File: src/rtl/lru_pair_pkg.sv
// Package: shared helpers for the pairwise recency matrix.
// Assumes ways are numbered 0..n-1 and pairs (lo,hi) with lo<hi are
// packed row by row into a flat vector.
package lru_pair_pkg;

    // Number of unordered pairs among n ways.
    function automatic int pair_count(input int n);
        return (n * (n - 1)) / 2;
    endfunction

    // Flat position of pair (lo,hi), lo<hi, among n ways.
    function automatic int pair_index(input int lo, input int hi, input int n);
        return lo * n - (lo * (lo + 1)) / 2 + (hi - lo - 1);
    endfunction

endpackage

File: src/rtl/lru_pair_state.sv
// Module: holds one bit per way pair; bit (lo,hi)=1 means way lo is newer
// than way hi. A touch to way k sets the bits where k is the lower index
// and clears the bits where k is the higher index.
// Assumes touch_way < NUM_WAYS whenever touch_valid is high.
module lru_pair_state #(
    parameter int NUM_WAYS = 4,
    localparam int WAY_W = $clog2(NUM_WAYS),
    localparam int PAIRS = lru_pair_pkg::pair_count(NUM_WAYS)
) (
    input  logic             clk,
    input  logic             rst_n,
    input  logic             touch_valid,
    input  logic [WAY_W-1:0] touch_way,
    output logic [PAIRS-1:0] pair_q
);

    // Per-pair storage, one generated register for each unordered pair.
    for (genvar lo = 0; lo < NUM_WAYS; lo++) begin : g_lo
        for (genvar hi = lo + 1; hi < NUM_WAYS; hi++) begin : g_hi
            localparam int P = lru_pair_pkg::pair_index(lo, hi, NUM_WAYS);
            localparam logic [WAY_W-1:0] LO_W = WAY_W'(lo);
            localparam logic [WAY_W-1:0] HI_W = WAY_W'(hi);

            // Update one pair bit: reset to "lower way newer", then follow touches.
            always_ff @(posedge clk) begin
                if (!rst_n) begin
                    pair_q[P] <= 1'b1;
                end else if (touch_valid && touch_way == LO_W) begin
                    pair_q[P] <= 1'b1;
                end else if (touch_valid && touch_way == HI_W) begin
                    pair_q[P] <= 1'b0;
                end
            end
        end
    end

    // True when way k is newer than every other way in the given pair state.
    function automatic logic is_newest(input logic [PAIRS-1:0] st, input int k);
        logic ok;
        ok = 1'b1;
        for (int a = 0; a < NUM_WAYS; a++) begin
            for (int b = a + 1; b < NUM_WAYS; b++) begin
                if (a == k && !st[lru_pair_pkg::pair_index(a, b, NUM_WAYS)]) ok = 1'b0;
                if (b == k &&  st[lru_pair_pkg::pair_index(a, b, NUM_WAYS)]) ok = 1'b0;
            end
        end
        return ok;
    endfunction

    // a touched way is newest one edge later.
    p_touch_newest_r2: assert property (@(posedge clk) disable iff (!rst_n)
        touch_valid |=> is_newest(pair_q, int'($past(touch_way))));

    // no touch, no change.
    p_idle_hold_r6: assert property (@(posedge clk) disable iff (!rst_n)
        !touch_valid |=> $stable(pair_q));

endmodule

File: src/rtl/lru_pair_expand.sv
// Module: expands the packed pair bits into a full NUM_WAYS x NUM_WAYS
// "row newer than column" matrix; entry r*NUM_WAYS+c. Diagonal is 0.
// Purely combinational.
module lru_pair_expand #(
    parameter int NUM_WAYS = 4,
    localparam int PAIRS = lru_pair_pkg::pair_count(NUM_WAYS),
    localparam int CELLS = NUM_WAYS * NUM_WAYS
) (
    input  logic [PAIRS-1:0] pair_q,
    output logic [CELLS-1:0] newer
);

    // Mirror each stored pair into both halves of the matrix.
    always_comb begin
        for (int r = 0; r < NUM_WAYS; r++) begin
            for (int c = 0; c < NUM_WAYS; c++) begin
                if (r == c) begin
                    newer[r * NUM_WAYS + c] = 1'b0;
                end else if (r < c) begin
                    newer[r * NUM_WAYS + c] = pair_q[lru_pair_pkg::pair_index(r, c, NUM_WAYS)];
                end else begin
                    newer[r * NUM_WAYS + c] = ~pair_q[lru_pair_pkg::pair_index(c, r, NUM_WAYS)];
                end
            end
        end
    end

endmodule

File: src/rtl/lru_victim_decode.sv
// Module: finds the least-recently-used way: its row in the matrix is all
// zero (newer than no one) and every other way's entry in its column is one.
// Assumes the matrix is a consistent total order; clk/rst_n only serve the
// assertion.
module lru_victim_decode #(
    parameter int NUM_WAYS = 4,
    localparam int WAY_W = $clog2(NUM_WAYS),
    localparam int CELLS = NUM_WAYS * NUM_WAYS
) (
    input  logic             clk,
    input  logic             rst_n,
    input  logic [CELLS-1:0] newer,
    output logic [WAY_W-1:0] victim_way
);

    logic [NUM_WAYS-1:0] oldest_hit;

    // Per-way test: row all zero and off-diagonal column all one.
    always_comb begin
        for (int m = 0; m < NUM_WAYS; m++) begin
            oldest_hit[m] = 1'b1;
            for (int n = 0; n < NUM_WAYS; n++) begin
                if (newer[m * NUM_WAYS + n]) oldest_hit[m] = 1'b0;
                if (n != m && !newer[n * NUM_WAYS + m]) oldest_hit[m] = 1'b0;
            end
        end
    end

    // Encode the one-hot test result into a way index.
    always_comb begin
        victim_way = '0;
        for (int m = 0; m < NUM_WAYS; m++) begin
            if (oldest_hit[m]) victim_way = WAY_W'(m);
        end
    end

    // a consistent order has exactly one oldest way.
    p_single_oldest_r8: assert property (@(posedge clk) disable iff (!rst_n)
        $countones(oldest_hit) == 1);

endmodule

File: src/rtl/lru_rank_calc.sv
// Module: rank of each way = number of ways newer than it (column count).
// Output packs way i's rank at [i*WAY_W +: WAY_W]. clk/rst_n only serve
// the assertions.
module lru_rank_calc #(
    parameter int NUM_WAYS = 4,
    localparam int WAY_W = $clog2(NUM_WAYS),
    localparam int CELLS = NUM_WAYS * NUM_WAYS
) (
    input  logic                      clk,
    input  logic                      rst_n,
    input  logic [CELLS-1:0]          newer,
    output logic [NUM_WAYS*WAY_W-1:0] way_rank
);

    // Column population count for every way.
    always_comb begin
        for (int m = 0; m < NUM_WAYS; m++) begin
            logic [WAY_W-1:0] cnt;
            cnt = '0;
            for (int n = 0; n < NUM_WAYS; n++) begin
                cnt = cnt + WAY_W'(newer[n * NUM_WAYS + m]);
            end
            way_rank[m * WAY_W +: WAY_W] = cnt;
        end
    end

    // no two ways share a rank.
    for (genvar a = 0; a < NUM_WAYS; a++) begin : g_ra
        for (genvar b = a + 1; b < NUM_WAYS; b++) begin : g_rb
            p_rank_distinct_r8: assert property (@(posedge clk) disable iff (!rst_n)
                way_rank[a * WAY_W +: WAY_W] != way_rank[b * WAY_W +: WAY_W]);
        end
    end

endmodule

File: src/rtl/pairwise_lru_tracker.sv
// Module: recency tracker for one cache set. A touch makes a way newest on
// the next edge; victim_way and way_rank are combinational from the stored
// pair bits, so they show the order before any pending touch.
// Assumes touch_way < NUM_WAYS when touch_valid is high.
module pairwise_lru_tracker #(
    parameter int NUM_WAYS = 4,
    localparam int WAY_W = $clog2(NUM_WAYS)
) (
    input  logic                      clk,
    input  logic                      rst_n,
    input  logic                      touch_valid,
    input  logic [WAY_W-1:0]          touch_way,
    output logic [WAY_W-1:0]          victim_way,
    output logic [NUM_WAYS*WAY_W-1:0] way_rank
);

    localparam int PAIRS = lru_pair_pkg::pair_count(NUM_WAYS);
    localparam int CELLS = NUM_WAYS * NUM_WAYS;

    logic [PAIRS-1:0] pair_q;
    logic [CELLS-1:0] newer;

    lru_pair_state #(.NUM_WAYS(NUM_WAYS)) u_state (
        .clk(clk), .rst_n(rst_n), .touch_valid(touch_valid),
        .touch_way(touch_way), .pair_q(pair_q)
    );

    lru_pair_expand #(.NUM_WAYS(NUM_WAYS)) u_expand (
        .pair_q(pair_q), .newer(newer)
    );

    lru_victim_decode #(.NUM_WAYS(NUM_WAYS)) u_victim (
        .clk(clk), .rst_n(rst_n), .newer(newer), .victim_way(victim_way)
    );

    lru_rank_calc #(.NUM_WAYS(NUM_WAYS)) u_rank (
        .clk(clk), .rst_n(rst_n), .newer(newer), .way_rank(way_rank)
    );

    // the victim is the way holding the last rank.
    p_victim_oldest_r4: assert property (@(posedge clk) disable iff (!rst_n)
        way_rank[victim_way * WAY_W +: WAY_W] == WAY_W'(NUM_WAYS - 1));

    // a reset edge leaves way 0 newest and the last way as victim.
    p_reset_order_r1: assert property (@(posedge clk)
        !rst_n |=> (victim_way == WAY_W'(NUM_WAYS - 1)) && (way_rank[WAY_W-1:0] == '0));

endmodule

File: config.mk
export PLATFORM = sky130hd
export DESIGN_NAME = pairwise_lru_tracker
export DESIGN_NICKNAME = d
export VERILOG_FILES = /design/src/rtl/lru_pair_pkg.sv /design/src/rtl/lru_pair_state.sv /design/src/rtl/lru_pair_expand.sv /design/src/rtl/lru_victim_decode.sv /design/src/rtl/lru_rank_calc.sv /design/src/rtl/pairwise_lru_tracker.sv
export SDC_FILE = /design/constraint.sdc
export NUM_CORES = 1
export LEC_CHECK = 0
export ABC_AREA = 0
export BUFFER_PORTS_ARGS = -buffer_cell sky130_fd_sc_hd__buf_2
export CORE_AREA = 4 4 41 43
export CTS_CLUSTER_DIAMETER = 60
export DETAILED_ROUTE_END_ITERATION = 7
export DIE_AREA = 0 0 45 47
export PLACE_DENSITY = 0.46
export SYNTH_ARGS = -nofsm -noshare
export SYNTH_HDL_FRONTEND = slang
export SYNTH_SLANG_ARGS = --single-unit
File: constraint.sdc
create_clock -name clk -period 3.6 [get_ports clk]
set_clock_uncertainty 0.15 [all_clocks]
set_input_delay 0.72 -clock clk [delete_from_list [all_inputs] [get_ports clk]]
set_output_delay 0.72 -clock clk [all_outputs]
set_load 0.01 [all_outputs]
==> out/qor.csv, run 1 <==
stage,metric,value,unit
detailed_routing,drt first pass iters,3,
finish,# nets final,67,
run_status,status,completed,
finish,Seq. cell area,120,µm²
finish,number of diodes,0,
sta,setup TNS,0,ns
die,site row count,13,
finish,largest reg by FF count,u_state.pair_q,
hold_path,Worst Hold Class,register to register,
clocking,H-tree depth reported by CTS,1,
global_routing,antenna violations before repair,0,
logic_synthesis,"Seq/Total Area, Yosys",0.345,
die,Starting Density,0.267,
sta,RSZ-0062 raised after global routing,false,
finish,Largest register FFs,6,
logic_synthesis,main combinational cell family by area after synthesis,adder cells,
detailed_routing,drt drc,0,
die,die width,45,µm
placement,Final GP Congestion,0.747,
detailed_routing,Routed WL per cell,10.6,µm
finish,final std cells w/o fill,71,
logic_synthesis,xor and xnor fraction of the mapped netlist area,0,
critical_path,Worst EP arrival,1.38,ns
clocking,root buffer cell,clkbuf_4,
logic_synthesis,Compound-Gate Fraction of Synth Area,0.212,
global_routing,vias in the first global route,312,
sta,slew margin rel.,0.849,
sta,fmax,444,MHz
logic_synthesis,count of cell types in the netlist,14,
logic_synthesis,adder-cell share of the synthesized area,0.230,
clocking,CTS tree,yes,
global_routing,gr usage total,0.0882,
detailed_routing,Iteration-0 DRC Markers,4,
critical_path,CP Capture Type,primary output,
die,Die Ht,47,µm
detailed_routing,final antenna-violating net count,0,
detailed_routing,Via Count,326,
job,Max-Cap Viols,0,
detailed_routing,via/cell ratio,4.59,
critical_path,crit-path max FO,5,
global_routing,GRT overflow,0,
sta,Final Hold Vio Count,0,
critical_path,required time worst endpoint,2.73,ns
logic_synthesis,Yosys top cell area share,0.345,
clocking,hold buffer count at cts,0,
clocking,clk buf depth,2,
placement,# port buffers,14,
logic_synthesis,synthesized cell area,348,µm²
placement,Placed Cells,68,
logic_synthesis,Yosys reg bits,6,
logic_synthesis,asr flop ratio synth,0,
clocking,Clock Sinks,6,
finish,layout cell share with drive strength beyond 1,0.339,
sta,minimum clock period,2.25,ns
die,io pins,15,
sta,setup violators final,0,
sta,Tightest Pin Transition,0.225,ns
clocking,CTS resizes,0,
detailed_routing,aggregate routed wire length,750,µm
finish,Area growth syn-to-layout,32.0,%
logic_synthesis,Synth Net Count,48,
logic_synthesis,Syn Inst Count,39,
die,die area,0.00212,mm²
logic_synthesis,Yosys warning total,0,
logic_synthesis,"top cells by area, synth","dfxtp_1, fa_1, inv_1",
logic_synthesis,Synth Area in Simple Gates,0.115,
die,Core ar.,0.00130,mm²
sta,Final Cycle Share,0.626,
finish,area occupied by multi-input gates,194,µm²
finish,Fill cells,140,
logic_synthesis,main flop type after synthesis,dfxtp_1,
clocking,clock-pin transition on the worst setup and hold timing paths,0.04,ns
global_routing,first-pass GRT wire length,1280,µm
pwr,Max rail drop VDD,0.166,mV
finish,biggest regs,u_state.pair_q: 6 flops,
pwr,Cell Pwr Density,407,mW/mm²
logic_synthesis,mux cell area share after synthesis,0,
clocking,worst-skew pair later-pin latency,0.24,ns
logic_synthesis,Synth area leader,dfxtp_1,
logic_synthesis,"EDFF count, synth",0,
global_routing,largest net degree at the start of global routing,8,
clocking,Num CTS Buffers,3,
pwr,leakage power,0.247,nW
logic_synthesis,Syn Area/Cell,8.92,µm²
finish,Post-Route Utilization,0.353,
clocking,Post-CTS Setup Bufs,0,
critical_path,crit path launch type,register,
sta,Final Max Slew Viols,0,
critical_path,kind of critical path,register to primary output,
-- per-layer routing --
metal,global-route usage,routed length [µm],vias up,part of all wire
met3,0.0230,79,2,0.11
met2,0.121,303,13,0.40
met5,0,0,-,0
met1,0.109,363,146,0.48
li1,-,-,165,-
met4,0.0877,4,0,0.0053
-- stage by stage --
stage | setup WS [ns] | total power [mW] | hold WS [ns] | cell area [µm²]
finish | 1.35 | 0.187 | 0.357 | 459
global route | 1.24 | 0.202 | 0.377 | 459
CTS | 1.33 | 0.192 | 0.360 | 459
detailed placement | 1.60 | 0.128 | 0.351 | 437
global placement | 1.60 | 0.128 | 0.355 | 437
floorplan | 1.72 | 0.106 | 0.334 | 348
-- report_power, final --
| group | switching (mW) | internal (mW) |
|---|---|---|
| registers | 0.00564 | 0.0711 |
| logic | 0.0277 | 0.0207 |
| clock network | 0.0240 | 0.0377 |
-- synth_stat cells, types with 2 or more instances --
| cell type | number |
|---|---|
| a21oi_1 | 3 |
| o211ai_1 | 2 |
| dfxtp_1 | 6 |
| nand2_1 | 4 |
| inv_1 | 9 |
| nand3_1 | 2 |
| o21ai_1 | 2 |
| fa_1 | 4 |
| a31oi_1 | 2 |
-- final timing paths --
path,start,to,slack (ns),cells after the start
max,u_state.pair_q[3],way_rank[4],1.35,4
min,u_state.pair_q[3],u_state.pair_q[3],0.36,2
max reg2reg,u_state.pair_q[3],u_state.pair_q[3],2.72,2
min reg2reg,u_state.pair_q[3],u_state.pair_q[3],0.36,2
-- logic make-up after synthesis --
kind of cell | after synthesis
compound gates | 12
buf+inv | 9
fa+ha+maj | 4
flops | 6
simple gates | 8
-- critical path, cell delays in order (launching register included) --
cell and delay (ns):
dfxtp_1 0.34, inv_1 0.13, fa_1 0.52, inv_1 0.03, buf_2 0.12
-- final cells by class --
class	instances	share of cell area
clock buffers	3	0.0490
inverters	9	0.0736
multi-input cells	24	0.422
flip-flops and latches	6	0.262
well taps	15	0.0409
repair buffers	14	0.153
-- cells in the final DEF, fill, tap and decap left out --
cell type,n
a21oi_1,3
o21ai_1,2
nand2_1,4
a31oi_1,2
dfxtp_1,6
and3_1,1
o211ai_1,2
a21oi_2,1
buf_2,14
o21ai_0,1
clkbuf_4,3
o31ai_1,1
nand3_1,2
inv_1,9
nand2b_2,1
fa_1,4
No activity file was read; power rests on OpenSTA's default activity.
==> run 2, diff against run 1 <==
- ABC_AREA: 0 -> 1
- PLACE_DENSITY: 0.46 -> 0.47
- clock period: 3.6 -> 1.9 ns (I/O delays scaled with it)
==> run 2 against run 1 <==
Area after synthesis down 2.2%. Sequential share of layout area up 1.0 points. Die area unchanged. Combinational power up 59%. Via count down 3.4%. Critical endpoint unchanged. Largest cell class unchanged. Largest power group unchanged.
==> out/qor.csv, run 2 <==
stage,metric,value,unit,change
detailed_routing,Via Count,315,,-3.4%
finish,number of diodes,0,,unchanged
detailed_routing,final antenna-violating net count,0,,unchanged
global_routing,antenna violations before repair,0,,unchanged
pwr,Net Switching,0.0950,mW,+66%
logic_synthesis,Yosys reg bits,6,,unchanged
critical_path,CP Capture Type,primary output,,
clocking,clock-pin transition on the worst setup and hold timing paths,0.04,ns,about the same
logic_synthesis,mux cell area share after synthesis,0,,unchanged
sta,setup TNS,0,ns,unchanged
die,io pins,15,,unchanged
logic_synthesis,main flop type after synthesis,dfxtp_1,,
logic_synthesis,Yosys warning total,0,,unchanged
pwr,Gate power share,0.231,,-0.028
hold_path,Worst Hold Class,input port to register,,
logic_synthesis,Synth Area in Simple Gates,0.261,,+0.146
die,Core ar.,0.00130,mm²,unchanged
sta,Tightest Pin Transition,0.227,ns,+0.00164 ns
global_routing,largest net degree at the start of global routing,6,,-2
sta,Final Max Slew Viols,0,,unchanged
detailed_routing,aggregate routed wire length,801,µm,+6.8%
clocking,Clock Sinks,6,,unchanged
finish,area occupied by multi-input gates,183,µm²,-5.8%
logic_synthesis,cell with the most instances after synthesis,nand2_1,,
die,Die Ht,47,µm,unchanged
pwr,Clock Power Share,0.343,,+0.013
logic_synthesis,Compound-Gate Fraction of Synth Area,0.0404,,-0.172
critical_path,crit-path max FO,3,,-2
pwr,Max rail drop VDD,0.222,mV,+34%
clocking,CTS tree,yes,,
sta,setup violators final,0,,unchanged
die,site row count,13,,unchanged
critical_path,crit path launch type,register,,
sta,minimum clock period,1.86,ns,
logic_synthesis,xor and xnor fraction of the mapped netlist area,0,,unchanged
logic_synthesis,"Seq/Total Area, Yosys",0.353,,+0.00762
logic_synthesis,Synth Net Count,52,,+8.3%
logic_synthesis,Yosys top cell area share,0.353,,+0.00762
global_routing,vias in the first global route,318,,+1.9%
global_routing,first-pass GRT wire length,1410,µm,+10%
placement,DP Worst Slack,0.185,ns,-1.41 ns
clocking,Num CTS Buffers,3,,unchanged
pwr,switch share,0.286,,-0.0211
clocking,H-tree depth reported by CTS,1,,unchanged
detailed_routing,Routed WL per cell,10.5,µm,-0.23%
logic_synthesis,Synth area leader,dfxtp_1,,
critical_path,Worst EP arrival,1.33,ns,-0.05 ns
pwr,leakage power,0.279,nW,+13%
pwr,Int Pwr,0.237,mW,+83%
clocking,clk buf depth,2,,unchanged
clocking,worst-skew pair later-pin latency,0.24,ns,about the same
placement,# port buffers,14,,unchanged
detailed_routing,via/cell ratio,4.14,,-9.7%
logic_synthesis,synthesized cell area,340,µm²,-2.2%
logic_synthesis,"top cells by count, synth","nand2_1, inv_1, dfxtp_1",,
clocking,root buffer cell,clkbuf_4,,
logic_synthesis,count of cell types in the netlist,9,,-5
finish,biggest regs,u_state.pair_q: 6 flops,,
sta,Final Hold Vio Count,0,,unchanged
finish,layout cell share with drive strength beyond 1,0.410,,+0.0706
finish,Seq. cell area,128,µm²,+6.2%
run_status,status,completed,,
die,die area,0.00212,mm²,unchanged
detailed_routing,drt first pass iters,4,,+1
finish,largest reg by FF count,u_state.pair_q,,
job,Max-Cap Viols,0,,unchanged
sta,slew margin rel.,0.848,,-0.00109
logic_synthesis,Syn Inst Count,43,,+10%
sta,WHS,0.203,ns,-0.154 ns
pwr,Reg power frac,0.427,,+0.016
finish,Largest register FFs,6,,unchanged
placement,Final GP Congestion,0.685,,-8.4%
sta,RSZ-0062 raised after global routing,true,,
sta,fmax,537,MHz,
placement,detailed placement HPWL,683,µm,
detailed_routing,Iteration-0 DRC Markers,4,,unchanged
logic_synthesis,asr flop ratio synth,0,,unchanged
logic_synthesis,main combinational cell family by area after synthesis,simple AND/OR/NAND/NOR gates,,
die,Starting Density,0.262,,-0.00577
finish,# nets final,72,,+7.5%
critical_path,kind of critical path,register to primary output,,
logic_synthesis,"EDFF count, synth",0,,unchanged
logic_synthesis,Syn Area/Cell,7.91,µm²,-11%
die,die width,45,µm,unchanged
pwr,Cell Pwr Density,709,mW/mm²,+74%
finish,Area growth syn-to-layout,37.9,%,
detailed_routing,drt drc,0,,unchanged
logic_synthesis,adder-cell share of the synthesized area,0.235,,+0.00508
global_routing,gr usage total,0.0978,,+0.00954
global_routing,GRT overflow,0,,unchanged
critical_path,required time worst endpoint,1.37,ns,-1.36 ns
sta,Final Cycle Share,0.981,,
finish,Fill cells,151,,+7.9%
finish,"commonest cells after routing, fill and taps aside","nand2_1, buf_2, inv_1, nand3_1, fa_1",,
logic_synthesis,"top cells by area, synth","dfxtp_1, fa_1, nand2_1",,
sta,min setup slack post-route,0.0363,ns,-1.31 ns
run 2: cells by family (layout without fill, tap and decap cells):
family          after synthesis  after routing
simple gates                 21             21
buf+inv                      10             28
flops                         6              6
fa+ha+maj                     4              4
compound gates                2              2
run 2: path summary, 6_finish.rpt:
check | depth (start not counted) | slack, ns | end | start
worst max-delay path | 4 | 0.04 | way_rank[4] | u_state.pair_q[3]
worst min register to register | 2 | 0.34 | u_state.pair_q[1] | u_state.pair_q[1]
worst min-delay path | 2 | 0.20 | u_state.pair_q[5] | rst_n
worst max register to register | 3 | 1.09 | u_state.pair_q[3] | u_state.pair_q[3]
run 2: final cells by class:
class / count / share of cell area
multi-input cells: 27 / 0.389
flip-flops and latches: 6 / 0.272
repair buffers: 15 / 0.165
inverters: 10 / 0.0853
clock buffers: 3 / 0.0480
well taps: 15 / 0.0400
run 2: repair_timing:
item,4_1_cts,5_1_grt
setup buffers,0,1
resized for setup,5,3
pin swaps,0,1
hold buffers,0,0
endpoints found under the setup margin,1,3
run 2: power groups by stage:
stage	registers [mW]	logic, mW	clock network [mW]
after floorplan	0.142	0.0451	0
after detailed placement	0.144	0.0765	0
after global routing	0.143	0.0902	0.124
after CTS	0.141	0.0770	0.121
after global placement	0.144	0.0736	0
final	0.142	0.0767	0.114
run 2: per-stage QoR:
stage	util	area, µm²	total power [mW]	cells
CTS	0.351	457	0.339	75
finish	0.361	469	0.333	76
floorplan	-	340	0.187	43
detailed placement	0.330	429	0.220	72
global placement	0.330	429	0.217	72
global route	0.361	469	0.357	76
run 2: routing by layer:
metal	track usage	up-vias	part of all wire
li1	-	164	-
met4	0.0702	0	0
met1	0.113	135	0.46
met3	0.0307	0	0.10
met2	0.153	16	0.43
met5	0	-	0
run 2: critical path: stages, from the launching register on:
cell and delay, ns:
dfxtp_2 0.34, inv_4 0.05, fa_1 0.54, inv_1 0.04, buf_2 0.13
